## src/rtl/mws_pkg.sv

```systemverilog
package mws_pkg;
  typedef enum logic [1:0] {
    SZ_BYTE = 2'd0,
    SZ_HALF = 2'd1,
    SZ_WORD = 2'd2
  } xfer_size_e;

  typedef enum logic [1:0] {
    ST_IDLE   = 2'd0,
    ST_STROBE = 2'd1,
    ST_GAP    = 2'd2
  } seq_state_e;

  typedef struct packed {
    logic [1:0]  be_n;
    logic [15:0] wdata;
  } lane_drive_t;
endpackage

```

## src/rtl/mws_addr_decode.sv

```systemverilog
module mws_addr_decode #(
  parameter int ADDR_W      = 32,
  parameter int REGION_BITS = 4,
  parameter logic [REGION_BITS-1:0] REGION_BASE = 4'h6,
  parameter int NUM_CS      = 4,
  parameter int CS_IDX_W    = $clog2(NUM_CS),
  parameter int MEM_AW      = ADDR_W - REGION_BITS - CS_IDX_W - 1
) (
  input  logic [ADDR_W-1:0]   addr,
  output logic                hit,
  output logic [CS_IDX_W-1:0] cs_idx,
  output logic [MEM_AW-1:0]   mem_addr
);
  localparam int SUB_LSB = ADDR_W - REGION_BITS - CS_IDX_W;

  always_comb begin
    hit      = (addr[ADDR_W-1 -: REGION_BITS] == REGION_BASE);
    cs_idx   = addr[SUB_LSB +: CS_IDX_W];
    mem_addr = addr[SUB_LSB-1:1];
  end
endmodule

```

## src/rtl/mws_lane_map.sv

```systemverilog
module mws_lane_map
  import mws_pkg::*;
(
  input  logic [1:0]  size,
  input  logic [1:0]  addr_lo,
  input  logic        write,
  input  logic        bytesel,
  input  logic        upper_sub,
  input  logic [31:0] wdata,
  output lane_drive_t drive
);
  logic [7:0] sel_byte;

  always_comb begin
    sel_byte    = wdata[{addr_lo, 3'b000} +: 8];
    drive.be_n  = 2'b00;
    drive.wdata = 16'h0000;
    if (write) begin
      case (size)
        SZ_BYTE: begin
          drive.wdata = {sel_byte, sel_byte};
          if (bytesel) drive.be_n = addr_lo[0] ? 2'b01 : 2'b10;
        end
        SZ_HALF: drive.wdata = addr_lo[1] ? wdata[31:16] : wdata[15:0];
        default: drive.wdata = upper_sub ? wdata[31:16] : wdata[15:0];
      endcase
    end
  end
endmodule

```

## src/rtl/mws_rd_assemble.sv

```systemverilog
module mws_rd_assemble
  import mws_pkg::*;
(
  input  logic        clk,
  input  logic        rst,
  input  logic        capture,
  input  logic [1:0]  size,
  input  logic [1:0]  addr_lo,
  input  logic        upper_sub,
  input  logic [15:0] dq_in,
  output logic [31:0] rdata
);
  logic [31:0] rdata_q;
  logic [31:0] rdata_d;
  logic [7:0]  lane_byte;

  always_comb begin
    lane_byte = addr_lo[0] ? dq_in[15:8] : dq_in[7:0];
    rdata_d   = 32'h0;
    case (size)
      SZ_BYTE: rdata_d[{addr_lo, 3'b000} +: 8] = lane_byte;
      SZ_HALF: rdata_d = addr_lo[1] ? {dq_in, 16'h0} : {16'h0, dq_in};
      default: rdata_d = upper_sub ? {dq_in, rdata_q[15:0]} : {16'h0, dq_in};
    endcase
  end

  always_ff @(posedge clk) begin
    if (rst)          rdata_q <= 32'h0;
    else if (capture) rdata_q <= rdata_d;
  end

  assign rdata = rdata_q;
endmodule

```

## src/rtl/mem_width_seq.sv

```systemverilog
module mem_width_seq
  import mws_pkg::*;
#(
  parameter int ADDR_W      = 32,
  parameter int REGION_BITS = 4,
  parameter logic [REGION_BITS-1:0] REGION_BASE = 4'h6,
  parameter int NUM_CS      = 4,
  parameter int CYC_CLKS    = 3,
  parameter int MEM_AW      = ADDR_W - REGION_BITS - $clog2(NUM_CS) - 1
) (
  input  logic              clk,
  input  logic              rst,
  input  logic              req_valid,
  output logic              req_ready,
  input  logic [ADDR_W-1:0] req_addr,
  input  logic [1:0]        req_size,
  input  logic              req_write,
  input  logic [31:0]       req_wdata,
  input  logic [NUM_CS-1:0] bytesel_cfg,
  output logic              rsp_valid,
  output logic              rsp_err,
  output logic [31:0]       rsp_rdata,
  output logic [NUM_CS-1:0] mem_cs_n,
  output logic [MEM_AW-1:0] mem_addr,
  output logic [1:0]        mem_be_n,
  output logic              mem_oe_n,
  output logic              mem_we_n,
  output logic [15:0]       mem_dq_out,
  output logic              mem_dq_oe,
  input  logic [15:0]       mem_dq_in
);
  localparam int CS_IDX_W = $clog2(NUM_CS);
  localparam int CNT_W    = (CYC_CLKS > 1) ? $clog2(CYC_CLKS) : 1;
  localparam logic [CNT_W-1:0] CNT_LAST = CNT_W'(CYC_CLKS - 1);

  seq_state_e        state_q;
  logic [CNT_W-1:0]  cnt_q;
  logic              upper_q;
  logic [1:0]        size_q;
  logic [1:0]        addr_lo_q;
  logic              write_q;
  logic [31:0]       wdata_q;
  logic              bytesel_q;

  logic [NUM_CS-1:0] cs_n_q;
  logic [MEM_AW-1:0] maddr_q;
  logic [1:0]        be_n_q;
  logic              oe_n_q;
  logic              we_n_q;
  logic [15:0]       dq_q;
  logic              dq_oe_q;
  logic              ready_q;
  logic              rsp_valid_q;
  logic              rsp_err_q;

  logic              dec_hit;
  logic [CS_IDX_W-1:0] dec_idx;
  logic [MEM_AW-1:0] dec_maddr;

  logic              idle;
  logic [1:0]        lm_size;
  logic [1:0]        lm_addr_lo;
  logic              lm_write;
  logic              lm_bytesel;
  logic [31:0]       lm_wdata;
  lane_drive_t       lm_drive;

  logic              strobe_last;
  logic              need_upper;
  logic              rd_capture;

  mws_addr_decode #(
    .ADDR_W      (ADDR_W),
    .REGION_BITS (REGION_BITS),
    .REGION_BASE (REGION_BASE),
    .NUM_CS      (NUM_CS),
    .CS_IDX_W    (CS_IDX_W),
    .MEM_AW      (MEM_AW)
  ) u_decode (
    .addr     (req_addr),
    .hit      (dec_hit),
    .cs_idx   (dec_idx),
    .mem_addr (dec_maddr)
  );

  always_comb begin
    idle       = (state_q == ST_IDLE);
    lm_size    = idle ? req_size    : size_q;
    lm_addr_lo = idle ? req_addr[1:0] : addr_lo_q;
    lm_write   = idle ? req_write   : write_q;
    lm_wdata   = idle ? req_wdata   : wdata_q;
    lm_bytesel = idle ? bytesel_cfg[dec_idx] : bytesel_q;
    strobe_last = (state_q == ST_STROBE) && (cnt_q == CNT_LAST);
    need_upper  = size_q[1] && !upper_q;
    rd_capture  = strobe_last && !write_q;
  end

  mws_lane_map u_lane (
    .size      (lm_size),
    .addr_lo   (lm_addr_lo),
    .write     (lm_write),
    .bytesel   (lm_bytesel),
    .upper_sub (!idle),
    .wdata     (lm_wdata),
    .drive     (lm_drive)
  );

  mws_rd_assemble u_rd (
    .clk       (clk),
    .rst       (rst),
    .capture   (rd_capture),
    .size      (size_q),
    .addr_lo   (addr_lo_q),
    .upper_sub (upper_q),
    .dq_in     (mem_dq_in),
    .rdata     (rsp_rdata)
  );

  always_ff @(posedge clk) begin
    if (rst) begin
      state_q     <= ST_IDLE;
      cnt_q       <= '0;
      upper_q     <= 1'b0;
      size_q      <= 2'd0;
      addr_lo_q   <= 2'd0;
      write_q     <= 1'b0;
      wdata_q     <= 32'h0;
      bytesel_q   <= 1'b0;
      cs_n_q      <= '1;
      maddr_q     <= '0;
      be_n_q      <= 2'b11;
      oe_n_q      <= 1'b1;
      we_n_q      <= 1'b1;
      dq_q        <= 16'h0;
      dq_oe_q     <= 1'b0;
      ready_q     <= 1'b1;
      rsp_valid_q <= 1'b0;
      rsp_err_q   <= 1'b0;
    end else begin
      rsp_valid_q <= 1'b0;
      rsp_err_q   <= 1'b0;
      case (state_q)
        ST_IDLE: begin
          if (req_valid) begin
            if (!dec_hit) begin
              rsp_valid_q <= 1'b1;
              rsp_err_q   <= 1'b1;
            end else begin
              state_q   <= ST_STROBE;
              cnt_q     <= '0;
              upper_q   <= 1'b0;
              size_q    <= req_size;
              addr_lo_q <= req_addr[1:0];
              write_q   <= req_write;
              wdata_q   <= req_wdata;
              bytesel_q <= bytesel_cfg[dec_idx];
              cs_n_q    <= ~(NUM_CS'(1) << dec_idx);
              maddr_q   <= dec_maddr;
              be_n_q    <= lm_drive.be_n;
              dq_q      <= lm_drive.wdata;
              dq_oe_q   <= req_write;
              oe_n_q    <= req_write;
              we_n_q    <= !req_write;
              ready_q   <= 1'b0;
            end
          end
        end
        ST_STROBE: begin
          if (strobe_last) begin
            oe_n_q <= 1'b1;
            we_n_q <= 1'b1;
            if (need_upper) begin
              state_q <= ST_GAP;
              upper_q <= 1'b1;
              maddr_q <= maddr_q + MEM_AW'(1);
              be_n_q  <= lm_drive.be_n;
              dq_q    <= lm_drive.wdata;
            end else begin
              state_q     <= ST_IDLE;
              cs_n_q      <= '1;
              be_n_q      <= 2'b11;
              dq_oe_q     <= 1'b0;
              ready_q     <= 1'b1;
              rsp_valid_q <= 1'b1;
            end
          end else begin
            cnt_q <= cnt_q + CNT_W'(1);
          end
        end
        ST_GAP: begin
          state_q <= ST_STROBE;
          cnt_q   <= '0;
          oe_n_q  <= write_q;
          we_n_q  <= !write_q;
        end
        default: state_q <= ST_IDLE;
      endcase
    end
  end

  assign req_ready  = ready_q;
  assign rsp_valid  = rsp_valid_q;
  assign rsp_err    = rsp_err_q;
  assign mem_cs_n   = cs_n_q;
  assign mem_addr   = maddr_q;
  assign mem_be_n   = be_n_q;
  assign mem_oe_n   = oe_n_q;
  assign mem_we_n   = we_n_q;
  assign mem_dq_out = dq_q;
  assign mem_dq_oe  = dq_oe_q;
endmodule

```

## config.mk

```make
export PLATFORM = sky130hd
export DESIGN_NAME = mem_width_seq
export DESIGN_NICKNAME = d
export VERILOG_FILES = /design/src/rtl/mws_pkg.sv /design/src/rtl/mws_addr_decode.sv /design/src/rtl/mws_lane_map.sv /design/src/rtl/mws_rd_assemble.sv /design/src/rtl/mem_width_seq.sv
export SDC_FILE = /design/constraint.sdc
export NUM_CORES = 1
export LEC_CHECK = 0
export ABC_AREA = 1
export BUFFER_PORTS_ARGS = -buffer_cell sky130_fd_sc_hd__buf_2
export CORE_UTILIZATION = 55
export CTS_CLUSTER_SIZE = 16
export DETAILED_ROUTE_END_ITERATION = 6
export GPL_TIMING_DRIVEN = 0
export PLACE_DENSITY_LB_ADDON = 0.08
export SKIP_CTS_REPAIR_TIMING = 1
export SLEW_MARGIN = 20
export SYNTH_ARGS = -nofsm -noshare
export SYNTH_HDL_FRONTEND = slang
export SYNTH_HIERARCHICAL = 1
export SYNTH_SLANG_ARGS = --single-unit
```

## constraint.sdc

```tcl
create_clock -name clk -period 5.6 [get_ports clk]
set_input_delay 1.68 -clock clk [delete_from_list [all_inputs] [get_ports clk]]
set_output_delay 1.68 -clock clk [all_outputs]
set_load 0.02 [all_outputs]
```

==> results.md <==
- Status: completed
- DRC violations left: 0
- Io pins: 175
- Vias/cell: 5.349
- Max-slew violation count: 0
- Routed vias: 8,901
- Hold Vio Cnt, Final: 0
- Filler instances: 1,346
- Startpoint Class: flop
- CTS Sinks: 128
- Min Tclk post-route: 2.940 ns
- Gpl congestion: 0.9240
- Part of the cycle the worst path needs: 52.51%
- Number of global-route vias before repair: 7,654
- GRT Resource Usage Total: 32.42%
- Multi-input logic area: 4379 µm²
- Initial antenna violation count: 0
- Yosys top cell area share: 31.61%
- Global-route wire length before repair: 37,980 µm
- Core ar.: 14,150 µm²
- Chip Width: 123.4 µm
- Max Clk Rate: 340.1 MHz
- Min-Delay Path Class: flop to flop
- Die area: 15,230 µm²
- Root buf cell: clkbuf_16
- RSZ-0062 raised after global routing: false
- WL met2: 11,000 µm
- Slew HR: 46.72%
- CTS buffer count: 17
- Crit path DAT: 3.30 ns
- Worst Tran Pin Value: 0.7908 ns
- Worst-Skew Late Latency: 0.43 ns
- DRT iter0 DRCs: 884
- Final setup vio count: 0
- Async set-reset flop share out of synthesis: 0%
- Routed WL: 24,590 µm
- Htree depth: 4
- Mapped Area: 8105 µm²
- Total of max-cap violations: 0
- Uppermost routed layer: met4
- YS warnings: 6
- Area Growth Syn to Fin: 19.39%
- Clock-pin slew on the worst setup and hold paths: 0.06 ns
- Met3 Wirelength: 2014 µm
- Total gr overflow: 0
- Metal-1 WL: 11,320 µm
- Commonest cells post-synth: nand2_1, nor2_1, inv_1, dfxtp_1, o21ai_0
- Setup TNS: 0 ns
- Share of cells above drive strength 1: 20.01%
- IO Port Bufs: 147
- Die height: 123.4 µm
- Sequential fraction of the synthesis area: 31.61%
- Syn Inst Count: 1,305
- Most common cell in the netlist: nand2_1
- WP data required: 5.96 ns
- Nets: 1,573
- Worst Hold Margin: 0.4507 ns
- Worst Path Max Fanout: 10
- Netlist cell types: 38
- Clk buf depth: 2
- TritonCTS clock tree: built
- Effective utilization at floorplan: 57.28%
- Final ANT Viol Nets: 0
- PwrDens: 410.8 nW/µm²
- Post-synth net total: 1,407
- EDFF count, synth: 0
- Area leader, netlist: dfxtp_1
- Final non-filler cell total: 1,664
- Worst setup EP type: flop
- Drt first pass iters: 6
- Largest net degree at the start of global routing: 17
- Avg Cell Area, Syn: 6.211 µm²
- # diodes: 0
- FF+latch count, synth: 128
- Synth top area cells: dfxtp_1, nand2_1, nor2_1
- Placed cell count: 1,632
- Avg WL per Cell: 14.78 µm
- Setup CP Type: flop to flop
- Synth Flop Type: dfxtp_1
- DP Wirelength: 18,510 µm
- Pleak: 4.610 nW
- Worst Skew: 0.01276 ns
- Storage cell area: 2562 µm²
- Final core utilization: 68.39%
- Max rail drop VDD: 0.2731 mV
- # rows: 43
-- flip-flops by register name, summed over array words and instances, names as in the netlist, 2 cells and up --
| name | cells |
|---|---|
| addr_lo_q | 2 |
| cnt_q | 2 |
| mem_addr | 25 |
| mem_be_n | 2 |
| mem_cs_n | 4 |
| mem_dq_out | 16 |
| size_q | 2 |
| state_q | 2 |
| u_rd/rdata | 32 |
| wdata_q | 32 |
-- worst paths after layout --
check	cells past startpoint	slack, ns	start	to
setup / recovery	13	2.66	state_q[0]$_SDFFE_PP0P_	mem_dq_out[8]$_SDFFE_PP0P_
setup reg to reg	13	2.66	state_q[0]$_SDFFE_PP0P_	mem_dq_out[8]$_SDFFE_PP0P_
hold reg to reg	2	0.45	wdata_q[26]$_SDFFE_PP0P_	wdata_q[26]$_SDFFE_PP0P_
hold / removal	2	0.45	wdata_q[26]$_SDFFE_PP0P_	wdata_q[26]$_SDFFE_PP0P_
-- final cells by class --
cell class	instances	area share, %
repair buffers	147	7.603
well taps	180	2.327
clock inverters	15	1.914
flip-flops and latches	128	26.48
plain buffers	93	6.245
multi-input cells	937	45.25
inverters	147	5.780
clock buffers	17	4.396
-- logic make-up after synthesis --
kind of cell	count (synthesis)	synth area share [%]
AO/OA/AOI/OAI	261	16.49
adder cells (fa/ha/maj)	12	1.852
flip-flops	128	31.61
AND/OR/NAND/NOR	664	35.69
buffers and inverters	240	14.36
-- per-stage QoR --
step | setup WS [ns] | total power [mW] | area [µm²]
final | 2.660 | 3.975 | 9677
after global routing | 2.372 | 4.204 | 9677
after CTS | 2.694 | 3.957 | 9677
after detailed placement | 2.338 | 2.797 | 9066
after global placement | 2.354 | 2.781 | 9066
after floorplan | 2.817 | 2.296 | 8105
-- worst max-delay path, stage by stage, from the launching register on --
cell      delay [ns]
dfxtp_1         0.40
inv_1           0.10
ha_1            0.20
buf_2           0.19
clkbuf_1        0.25
o21ai_0         0.70
inv_1           0.26
nor2_8          0.26
nand2_1         0.08
nand2_1         0.09
nor2_1          0.08
nor2_1          0.12
nor2_1          0.06
nor2_1          0.09
-- placed cells by master (no fill, tap or decap), types with 4 or more instances in the layout --
cell type / instances
nand4_1: 5
o21ai_0: 127
a21oi_1: 113
nor2_4: 7
buf_4: 32
ha_1: 12
inv_1: 135
buf_2: 162
nand2_4: 12
dfxtp_1: 128
nor2_1: 173
nand2_2: 18
inv_2: 9
nor3_1: 9
nand2_1: 337
nand3_1: 83
o21ai_1: 9
nor2_2: 7
buf_6: 8
clkbuf_16: 17
clkbuf_1: 30
clkbuf_8: 4
clkinv_4: 4
-- layer usage --
layer	track usage (%)	vias up
li1	-	4449
met1	46.05	4040
met2	50.45	388
met3	6.042	24
met4	7.681	0
met5	0	-
-- power breakdown --
group          internal [mW]  switching [mW]  total [mW]  leakage, nW
clock                  0.707           0.451        1.16        0.300
sequential              1.04           0.114        1.16         1.04
combinational          0.521            1.14        1.66         3.27
total                   2.27            1.70        3.97         4.61
Note: power is estimated with default switching activity, not from simulation.
